<file path="src/rtl/evc_pkg.sv">
package evc_pkg;
   // Register offsets used by the software view of the block
   localparam int unsigned CTRL_OFF = 'h0C;
   localparam int unsigned CNT_OFF  = 'h0D;
   // Control bit positions
   localparam int unsigned BIT_POL_A = 0;
   localparam int unsigned BIT_POL_B = 1;
   localparam int unsigned BIT_CHAIN = 2;
   localparam int unsigned BIT_SNAP  = 3;
   localparam int unsigned CTRL_W    = 4;

   typedef struct packed {
      logic snap;
      logic chain;
      logic pol_b;
      logic pol_a;
   } evc_ctrl_t;
endpackage

</file>
<file path="src/rtl/evc_sync_edge.sv">
module evc_sync_edge #(
   parameter int unsigned STAGES = 2
) (
   input  logic clk,
   input  logic rst_n,
   input  logic din,
   input  logic pol_fall,
   output logic edge_hit
);
   initial begin
      if (STAGES < 2) $error("evc_sync_edge: STAGES must be at least 2");
   end

   logic [STAGES-1:0] chain_q;
   logic              prev_q;
   logic              level;

   assign level = chain_q[STAGES-1];

   always_ff @(posedge clk or negedge rst_n) begin
      if (!rst_n) begin
         chain_q <= '0;
         prev_q  <= 1'b0;
      end else begin
         chain_q <= {chain_q[STAGES-2:0], din};
         prev_q  <= level;
      end
   end

   assign edge_hit = pol_fall ? (prev_q & ~level) : (level & ~prev_q);
endmodule

</file>
<file path="src/rtl/evc_counter_core.sv">
module evc_counter_core #(
   parameter int unsigned CNT_W  = 16,
   parameter int unsigned BYTE_W = 8,
   localparam int unsigned TOT_W = 2 * CNT_W,
   localparam int unsigned NBYTE = TOT_W / BYTE_W,
   localparam int unsigned IDX_W = (NBYTE > 1) ? $clog2(NBYTE) : 1
) (
   input  logic              clk,
   input  logic              rst_n,
   input  logic [1:0]        edge_hit,
   input  logic              chain,
   input  logic              ld_en,
   input  logic [IDX_W-1:0]  ld_idx,
   input  logic [BYTE_W-1:0] ld_data,
   output logic [TOT_W-1:0]  count
);
   logic [TOT_W-1:0] cnt_q;
   logic [TOT_W-1:0] next_run;

   always_comb begin
      next_run = cnt_q;
      if (chain) begin
         if (edge_hit[0]) next_run = cnt_q + TOT_W'(1);
      end else begin
         if (edge_hit[0]) next_run[CNT_W-1:0]     = cnt_q[CNT_W-1:0] + CNT_W'(1);
         if (edge_hit[1]) next_run[TOT_W-1:CNT_W] = cnt_q[TOT_W-1:CNT_W] + CNT_W'(1);
      end
   end

   for (genvar gi = 0; gi < NBYTE; gi++) begin : g_byte
      always_ff @(posedge clk or negedge rst_n) begin
         if (!rst_n)
            cnt_q[gi*BYTE_W +: BYTE_W] <= '0;
         else if (ld_en)
            cnt_q[gi*BYTE_W +: BYTE_W] <= (ld_idx == IDX_W'(gi)) ? ld_data
                                          : cnt_q[gi*BYTE_W +: BYTE_W];
         else
            cnt_q[gi*BYTE_W +: BYTE_W] <= next_run[gi*BYTE_W +: BYTE_W];
      end
   end

   assign count = cnt_q;
endmodule

</file>
<file path="src/rtl/evc_regs.sv">
module evc_regs
   import evc_pkg::*;
#(
   parameter int unsigned CNT_W  = 16,
   parameter int unsigned ADDR_W = 5,
   parameter int unsigned BYTE_W = 8,
   localparam int unsigned TOT_W = 2 * CNT_W,
   localparam int unsigned NBYTE = TOT_W / BYTE_W,
   localparam int unsigned IDX_W = (NBYTE > 1) ? $clog2(NBYTE) : 1
) (
   input  logic              clk,
   input  logic              rst_n,
   input  logic [ADDR_W-1:0] reg_addr,
   input  logic [BYTE_W-1:0] reg_wdata,
   input  logic              reg_wr,
   output logic [BYTE_W-1:0] reg_rdata,
   input  logic [TOT_W-1:0]  live,
   output evc_ctrl_t         ctrl,
   output logic              ld_en,
   output logic [IDX_W-1:0]  ld_idx,
   output logic [TOT_W-1:0]  held
);
   logic              in_cnt;
   logic              at_ctrl;
   logic [ADDR_W-1:0] rel;
   evc_ctrl_t         ctrl_q;
   evc_ctrl_t         ctrl_nx;
   logic [TOT_W-1:0]  held_q;

   assign at_ctrl = (reg_addr == ADDR_W'(CTRL_OFF));
   assign rel     = reg_addr - ADDR_W'(CNT_OFF);
   assign in_cnt  = (reg_addr >= ADDR_W'(CNT_OFF)) && (rel < ADDR_W'(NBYTE));
   assign ld_en   = reg_wr && in_cnt;
   assign ld_idx  = rel[IDX_W-1:0];
   assign ctrl_nx = evc_ctrl_t'(reg_wdata[CTRL_W-1:0]);

   always_ff @(posedge clk or negedge rst_n) begin
      if (!rst_n) begin
         ctrl_q <= '0;
         held_q <= '0;
      end else if (reg_wr && at_ctrl) begin
         ctrl_q <= ctrl_nx;
         if (ctrl_nx.snap && !ctrl_q.snap) held_q <= live;
      end
   end

   always_comb begin
      reg_rdata = '0;
      if (at_ctrl)
         reg_rdata = BYTE_W'(ctrl_q);
      else if (in_cnt)
         reg_rdata = held_q[ld_idx*BYTE_W +: BYTE_W];
   end

   assign ctrl = ctrl_q;
   assign held = held_q;
endmodule

</file>
<file path="src/rtl/dual_edge_counter.sv">
module dual_edge_counter
   import evc_pkg::*;
#(
   parameter int unsigned CNT_W       = 16,
   parameter int unsigned ADDR_W      = 5,
   parameter int unsigned BYTE_W      = 8,
   parameter int unsigned SYNC_STAGES = 2,
   localparam int unsigned TOT_W = 2 * CNT_W,
   localparam int unsigned NBYTE = TOT_W / BYTE_W,
   localparam int unsigned IDX_W = (NBYTE > 1) ? $clog2(NBYTE) : 1
) (
   input  logic              clk,
   input  logic              rst_n,
   input  logic              evt_a,
   input  logic              evt_b,
   input  logic [ADDR_W-1:0] reg_addr,
   input  logic [BYTE_W-1:0] reg_wdata,
   input  logic              reg_wr,
   output logic [BYTE_W-1:0] reg_rdata
);
   initial begin
      if (CNT_W % BYTE_W != 0) $error("dual_edge_counter: CNT_W must be a multiple of BYTE_W");
      if (BYTE_W < CTRL_W) $error("dual_edge_counter: BYTE_W too narrow for control");
      if ((1 << ADDR_W) < CNT_OFF + NBYTE) $error("dual_edge_counter: ADDR_W too small");
   end

   evc_ctrl_t        ctrl;
   logic [1:0]       edge_v;
   logic [1:0]       evt_v;
   logic [1:0]       pol_v;
   logic             ld_en;
   logic [IDX_W-1:0] ld_idx;
   logic [TOT_W-1:0] live_q;
   logic [TOT_W-1:0] held_q;

   assign evt_v = {evt_b, evt_a};
   assign pol_v = {ctrl.pol_b, ctrl.pol_a};

   for (genvar ch = 0; ch < 2; ch++) begin : g_chan
      evc_sync_edge #(.STAGES(SYNC_STAGES)) u_det (
         .clk      (clk),
         .rst_n    (rst_n),
         .din      (evt_v[ch]),
         .pol_fall (pol_v[ch]),
         .edge_hit (edge_v[ch])
      );
   end

   evc_counter_core #(.CNT_W(CNT_W), .BYTE_W(BYTE_W)) u_core (
      .clk      (clk),
      .rst_n    (rst_n),
      .edge_hit (edge_v),
      .chain    (ctrl.chain),
      .ld_en    (ld_en),
      .ld_idx   (ld_idx),
      .ld_data  (reg_wdata),
      .count    (live_q)
   );

   evc_regs #(.CNT_W(CNT_W), .ADDR_W(ADDR_W), .BYTE_W(BYTE_W)) u_regs (
      .clk       (clk),
      .rst_n     (rst_n),
      .reg_addr  (reg_addr),
      .reg_wdata (reg_wdata),
      .reg_wr    (reg_wr),
      .reg_rdata (reg_rdata),
      .live      (live_q),
      .ctrl      (ctrl),
      .ld_en     (ld_en),
      .ld_idx    (ld_idx),
      .held      (held_q)
   );
endmodule

</file>
<file path="config.mk">
export PLATFORM = sky130hd
export DESIGN_NAME = dual_edge_counter
export DESIGN_NICKNAME = d
export VERILOG_FILES = /design/src/rtl/evc_pkg.sv /design/src/rtl/evc_sync_edge.sv /design/src/rtl/evc_counter_core.sv /design/src/rtl/evc_regs.sv /design/src/rtl/dual_edge_counter.sv
export SDC_FILE = /design/constraint.sdc
export NUM_CORES = 1
export LEC_CHECK = 0
export ABC_AREA = 1
export BUFFER_PORTS_ARGS = -buffer_cell sky130_fd_sc_hd__buf_2
export CAP_MARGIN = 5
export CORE_UTILIZATION = 35
export CTS_BUF_LIST = sky130_fd_sc_hd__clkbuf_16
export CTS_CLUSTER_SIZE = 28
export DETAILED_ROUTE_END_ITERATION = 10
export GPL_TIMING_DRIVEN = 1
export SETUP_SLACK_MARGIN = 0.02
export SYNTH_ARGS = -nofsm -noshare
export SYNTH_HDL_FRONTEND = slang
export SYNTH_SLANG_ARGS = --single-unit
</file>
<file path="constraint.sdc">
create_clock -name clk -period 3.8 [get_ports clk]
set_input_delay 1.14 -clock clk [delete_from_list [all_inputs] [get_ports clk]]
set_output_delay 1.14 -clock clk [all_outputs]
set_load 0.02 [all_outputs]
</file>
==> impl_results.md, run 1 <==
- Startpoint Class: input pin
- Clk network pwr share: ~30%
- Final Hold Fails: 0
- Maxcap violations: 0
- Die area: between 0.01 and 0.015 mm^2
- Postcts setup bufs: 0
- Final ANT Viol Nets: 0
- Sequential area share after synthesis: between 40% and 50%
- Filler cells: 1,313
- VDD IR max: 0.2360 mV
- Fin nets: just under 700
- CP endpoint kind: output pin
- Critical path class: in -> out
- Crit share post-route: 95.22%
- Rel. slew slack: between 30 and 40%
- Seq pwr share: about two fifths
- Synth cell types: 33
- Sinks on Clock Net: 74
- ANT cells: 0
- Final wirelength: about 13,000 um
- Worst R2R Path Depth: 9
- Reg2reg start: u_regs.ctrl[2]$_DFFE_PN0P_
- Starting DRT DRC Count: between 400 and 500
- CTS Buffer Depth: 2
- Core ar.: ~0.012 mm^2
- Vias in the first global route: 3,977
- Flop2flop setup slack: 1.55 ns
- DRC: 0
- Mapped Cells: between 600 and 700
- Status: completed
- Clock skew: between 0.008 and 0.009 ns
- Footprint of the multi-input gates: 0.002245 mm^2
- PostCTS Resize Cnt: 0
- Commonest non-fill, non-tap cell in the layout: nand2_1
- #FFs+latches synth: 74
- Port Buffers: 25
- Synth Warn #: 0
- Setup crit start: reg_addr[1]
- P_sw: 1.257 mW
- Top-Level Pins: 26
- RSZ-0062 raised after global routing: false
- Hold Buf Count CTS: 0
- Commonest non-fill, non-tap cells in the layout: 181 x nand2_1, 85 x nor2_1, 76 x o21ai_0
- Initial core utilization: between 30 and 40%
- Die W: ~120 um
- Synth top area share: ~41%
- Placed cells: between 800 and 900
- Initial antenna violation count: 0
- Power after layout: around 3.1 mW
- Critical Path Fanout Max: 12
- Top cells by area, synth: dfrtp_1 41%, nand2_1 15%, o21ai_0 8.7%, nor2_1 7.1%, inv_1 6.2%
- Synth area leader: dfrtp_1
- Final Slew Violations: 0
- TritonCTS clock tree: yes
- Syn nets: 667
- CTS H-tree lvls: 3
- Die Y: roughly 120 um
- DR WL/cell: roughly 15 um
- Leak: between 2 and 2.5 nW
- Minimum clock period: around 3.6 ns
- Hold path start: g_chan[0].u_det.chain_q[0]$_DFF_PN0_
- Via count: approximately 4,200
- Clk_lat worst skew: between 0.3 and 0.4 ns
- Largest net degree at the start of global routing: between 70 and 80
- Least-Margin Pin Slew: slightly below 1 ns
- Worst hold endpoint: g_chan[0].u_det.chain_q[1]$_DFF_PN0_
- Hpwl dp: approximately 9600 um
- Switching share of total power: approximately 40%
- Hold slack: approximately 0.35 ns
- Routability cong.: 0.8988
- Total CTS buffers: 9
- Synth-to-Final Area Change: 13.91%
- CP arrival: around 2.5 ns
- Setup TNS: 0 ns
- Required @ worst endpoint: between 2 and 3 ns
- Clock Root Buffer: clkbuf_16
- Drt pass-1 iters: 5
- Combinational group share of total power: a little under a third
- Pint: around 1.9 mW
- FF+latch area: between 0.0015 and 0.002 mm^2
- Setup Viol. Count Final: 0
- Synthesized area per cell: between 6 and 7 um^2
- Pwr dens: 616.8 mW/mm^2
- Hold path depth: 0
- Reg2Reg Capture Point: u_core.count[16]$_DFFE_PN0P_
- Share of cells above drive strength 1: between 10 and 15%
- FMAX: around 0.28 GHz
- Tot GR Track Use: a little over a fifth
- First-pass GRT wire length: roughly 21,000 um
- Hold/Removal Path Class: reg -> reg
- Clock transition at path regs: 0.06 ns
- Core Rows: 40
- Grt ovf: 0
- Post-Layout Cell Count: around 840
- Synthesized cell area: around 0.0045 mm^2
- Vias/cell: roughly 5.0
==> Yosys cell counts <==
| cell type | instances |
|---|---|
| o21ai_1 | 9 |
| o21ai_2 | 1 |
| inv_4 | 1 |
| nor2_1 | 85 |
| nor2_4 | 2 |
| o211ai_1 | 1 |
| nand3_1 | 40 |
| nand2_1 | 181 |
| a21boi_2 | 1 |
| xor2_1 | 11 |
| inv_2 | 3 |
| nand3_2 | 1 |
| o21bai_1 | 1 |
| a21oi_1 | 23 |
| buf_2 | 3 |
| o21ai_0 | 78 |
| clkbuf_1 | 11 |
| dfrtp_1 | 74 |
| nor4_1 | 1 |
| nand4_1 | 5 |
| o22ai_1 | 2 |
| a32o_1 | 4 |
| nand3b_1 | 1 |
| nand3_4 | 1 |
| nor2_2 | 6 |
| inv_1 | 74 |
| ha_1 | 7 |
| mux2_2 | 2 |
| nor3_2 | 1 |
| clkinv_2 | 1 |
| nor3_1 | 2 |
| nand2_2 | 5 |
| buf_6 | 4 |
==> cell type report <==
cell class	instances	share of cell area, %
inverters	79	5.884
multi-input cells	471	43.98
clock buffers	9	4.413
clock inverters	7	1.937
well taps	168	4.119
repair buffers	31	3.383
flip-flops and latches	74	36.28
==> cell families after synthesis <==
kind of cell,count (synthesis),share of synthesized area [%]
buf+inv,97,8.964
mux,2,0.5026
simple gates,331,30.86
compound gates,120,14.24
xor+xnor,11,2.150
flops,74,41.33
fa+ha+maj,7,1.955
==> critical path: stages <==
cell	delay [ns]
buf_2	0.11
inv_1	0.09
ha_1	0.36
inv_2	0.19
a21oi_1	0.06
a32o_1	0.22
o21ai_1	0.12
buf_2	0.18
==> through the flow <==
stage	instance area (um^2)	utilization (%)	worst slack [ns]
detailed placement	4775	38.94	0.09525
global route	5104	41.62	0.06017
CTS	5099	41.58	0.09125
floorplan	4496	-	0.02114
global placement	4775	38.94	0.1315
finish	5104	41.62	0.1815
==> how the worst max path moves through the flow <==
stage | cells after the start | to
2_1_floorplan | 8 | reg_rdata[4]
3_3_place_gp | 8 | reg_rdata[1]
3_5_place_dp | 8 | reg_rdata[0]
4_1_cts | 8 | reg_rdata[0]
5_1_grt | 8 | reg_rdata[1]
6_report | 8 | reg_rdata[0]
==> registers in the layout, summed over array words and instances (netlist names) <==
register and count:
u_core.count 32, u_regs.held 32, g_chan.u_det.chain_q 4, u_regs.ctrl 4, g_chan.u_det.prev_q 2
==> power by group through the flow <==
stage          Combinational, mW  Sequential (mW)  Clock, mW
2_1_floorplan              0.746             1.14          0
3_3_place_gp               0.958             1.21          0
3_5_place_dp               0.980             1.22          0
4_1_cts                    0.988             1.21      0.955
5_1_grt                     1.15             1.24      0.984
6_report                   0.996             1.21      0.937
==> layer usage <==
layer	track usage, %	share of wire, %
met1	28.22	47
met2	33.09	46
met3	3.005	4.9
met4	10.04	2.5
met5	0	0
(Power assumes the default switching activity.)
==> run 2: changes to the inputs <==
CELL_PAD_IN_SITES_DETAIL_PLACEMENT = 0   (was not set)
CELL_PAD_IN_SITES_GLOBAL_PLACEMENT = 1   (was not set)
PLACE_DENSITY_LB_ADDON = 0.1   (was not set)
==> run 2 against run 1 <==
Worst hold slack gained 0.0065 ns. First-iteration DRC count is 41% lower. Maximum frequency shrank 0.60%. Largest power group unchanged. Clock power decreased by 7.5%. Clock-buffer cell count unchanged. Cell area rose by 0.22%. Non-clock buffer count grew 4.
==> impl_results.md, run 2 (synthesis gave the netlist of run 1 again) <==
- Die W: 115.1 um (unchanged)
- First-pass GRT wire length: 22,440 um (was 20,630 um)
- Critical Path Fanout Max: 12 (unchanged)
- Postcts setup bufs: 0 (unchanged)
- CP endpoint kind: output pin (unchanged)
- Vias in the first global route: 4,041 (was 3,977)
- DR WL/cell: 16.59 um (was 15.30 um)
- Cell at the slowest stage of the critical path: inv_1 (was ha_1)
- Core Rows: 40 (unchanged)
- Grt ovf: 0 (unchanged)
- Routability cong.: 0.8363 (was 0.8988)
- Sinks on Clock Net: 74 (unchanged)
- Synth-to-Final Area Change: 14.16% (was 13.91%)
- Commonest non-fill, non-tap cell in the layout: nand2_1 (unchanged)
- Crit share post-route: 95.80% (was 95.22%)
- Critical path class: in -> out (unchanged)
- Fin nets: 695 (was 691)
- Die area: 0.01326 mm^2 (unchanged)
- Final Slew Violations: 0 (unchanged)
- Clock transition at path regs: 0.06 ns (about the same)
- Initial antenna violation count: 0 (unchanged)
- Share of cells above drive strength 1: 11.57% (was 11.18%)
- Hold slack: 0.3523 ns (was 0.3458 ns)
- Commonest non-fill, non-tap cells in the layout: 181 x nand2_1, 85 x nor2_1, 76 x o21ai_0 (unchanged)
- Initial core utilization: 36.54% (unchanged)
- Hold/Removal Path Class: reg -> reg (unchanged)
- Leak: 2.460 nW (was 2.454 nW)
- Least-Margin Pin Slew: 0.6369 ns (was 0.9675 ns)
- Clock Root Buffer: clkbuf_16 (unchanged)
- Pwr dens: 607.9 mW/mm^2 (was 616.8 mW/mm^2)
- Total CTS buffers: 9 (unchanged)
- RSZ-0062 raised after global routing: false (unchanged)
- Setup Viol. Count Final: 0 (unchanged)
- Minimum clock period: 3.640 ns (was 3.618 ns)
- Drt pass-1 iters: 5 (unchanged)
- CTS Buffer Depth: 2 (unchanged)
- Max incr delay on CP: 0.27 ns (was 0.36 ns)
- Power after layout: 3.109 mW (was 3.148 mW)
- Maxcap violations: 0 (unchanged)
- Status: completed (unchanged)
- Rel. slew slack: 57.09% (was 35.50%)
- Die Y: 115.1 um (unchanged)
- Via count: 4,110 (was 4,171)
- Starting DRT DRC Count: 270 (was 460)
- FMAX: 0.2747 GHz (was 0.2764 GHz)
- Hpwl dp: 10,710 um (was 9629 um)
- Largest net degree at the start of global routing: 44 (was 75)
- Tot GR Track Use: 23.23% (was 20.93%)
- Final wirelength: 13,970 um (was 12,830 um)
- Vias/cell: 4.881 (was 4.971)
- Clk_lat worst skew: 0.35 ns (was 0.34 ns)
- Core ar.: 0.01226 mm^2 (unchanged)
- Final Hold Fails: 0 (unchanged)
- ANT cells: 0 (unchanged)
- DRC: 0 (unchanged)
- Top-Level Pins: 26 (unchanged)
- Required @ worst endpoint: 2.66 ns (about the same)
- Final ANT Viol Nets: 0 (unchanged)
- CTS H-tree lvls: 3 (unchanged)
- Critical-path cell list: buf_2 -> inv_1 -> ha_1 -> inv_1 -> a21oi_1 -> a32o_1 -> o21ai_1 -> buf_2 (was buf_2 -> inv_1 -> ha_1 -> inv_2 -> a21oi_1 -> a32o_1 -> o21ai_1 -> buf_2)
- TritonCTS clock tree: yes (unchanged)
- VDD IR max: 0.2154 mV (was 0.2360 mV)
- Port Buffers: 25 (unchanged)
- Startpoint Class: input pin (unchanged)
- Setup TNS: 0 ns (unchanged)
- CP arrival: 2.50 ns (was 2.48 ns)
- Clock skew: 0.007076 ns (was 0.008471 ns)
[run 2: changes by cell type in the layout (fill, tap and decap cells not counted), sizes merged]
| cell | before | now |
|---|---|---|
| buf | 31 | 35 |
| clkinvlp | 0 | 2 |
| clkinv | 2 | 3 |
| inv | 82 | 79 |
| bufinv | 2 | 1 |
[run 2: metrics by stage]
step,utilization (%),setup slack (ns),instance area [um^2],instances
after floorplan,-,0.02114,4496,642
after global placement,39.29,0.1911,4817,827
after detailed placement,39.29,0.1523,4817,827
after CTS,41.67,0.1415,5110,842
after global routing,41.71,0.02256,5115,842
final,41.71,0.1595,5115,842
[run 2: path summary, 6_finish.rpt]
path                                                       from                                    to  slack, ns  cells past startpoint
max in group asynchronous                                 rst_n           u_regs.held[23]$_DFFE_PN0P_       2.31                      2
min reg2reg                g_chan[0].u_det.chain_q[0]$_DFF_PN0_  g_chan[0].u_det.chain_q[1]$_DFF_PN0_       0.35                      0
min in group asynchronous                                 rst_n            u_regs.held[1]$_DFFE_PN0P_       0.79                      1
max                                                 reg_addr[1]                          reg_rdata[1]       0.16                      8
max reg2reg                          u_regs.ctrl[2]$_DFFE_PN0P_          u_core.count[16]$_DFFE_PN0P_       1.60                     10
min                        g_chan[0].u_det.chain_q[0]$_DFF_PN0_  g_chan[0].u_det.chain_q[1]$_DFF_PN0_       0.35                      0
[run 2: final cells by class]
type	instances	area [um^2]
Inverter	79	300.3
Clock inverter	6	67.56
Tap cell	168	210.2
Multi-Input combinational cell	471	2245
Timing Repair Buffer	35	215.2
Clock buffer	9	225.2
Fill cell	1327	7147
Sequential cell	74	1852
[run 2: where the power goes]
part	leakage, nW	internal, mW	total (mW)	switching [mW]
sequential	0.940	0.981	1.21	0.228
combinational	1.38	0.334	1.03	0.700
clock	0.138	0.507	0.867	0.359
[run 2: timing repair]
| action | 4_1_cts | 5_1_grt |
|---|---|---|
| gates resized for setup | 0 | 1 |
| endpoints found under the setup margin | 0 | 8 |
| hold buffers | 0 | 0 |
[run 2: critical path: cells and delay by family]
kind            cells  cell delay (ns)
fa+ha+maj           1             0.26
buf+inv             4             0.69
compound gates      3             0.42
[run 2: routing by layer]
metal | vias up | track usage, % | wire, um
met5 | - | 0 | 0
met4 | 0 | 8.571 | 316
met3 | 18 | 4.481 | 530
met2 | 90 | 35.94 | 6074
met1 | 1899 | 32.22 | 7046
li1 | 2103 | - | -
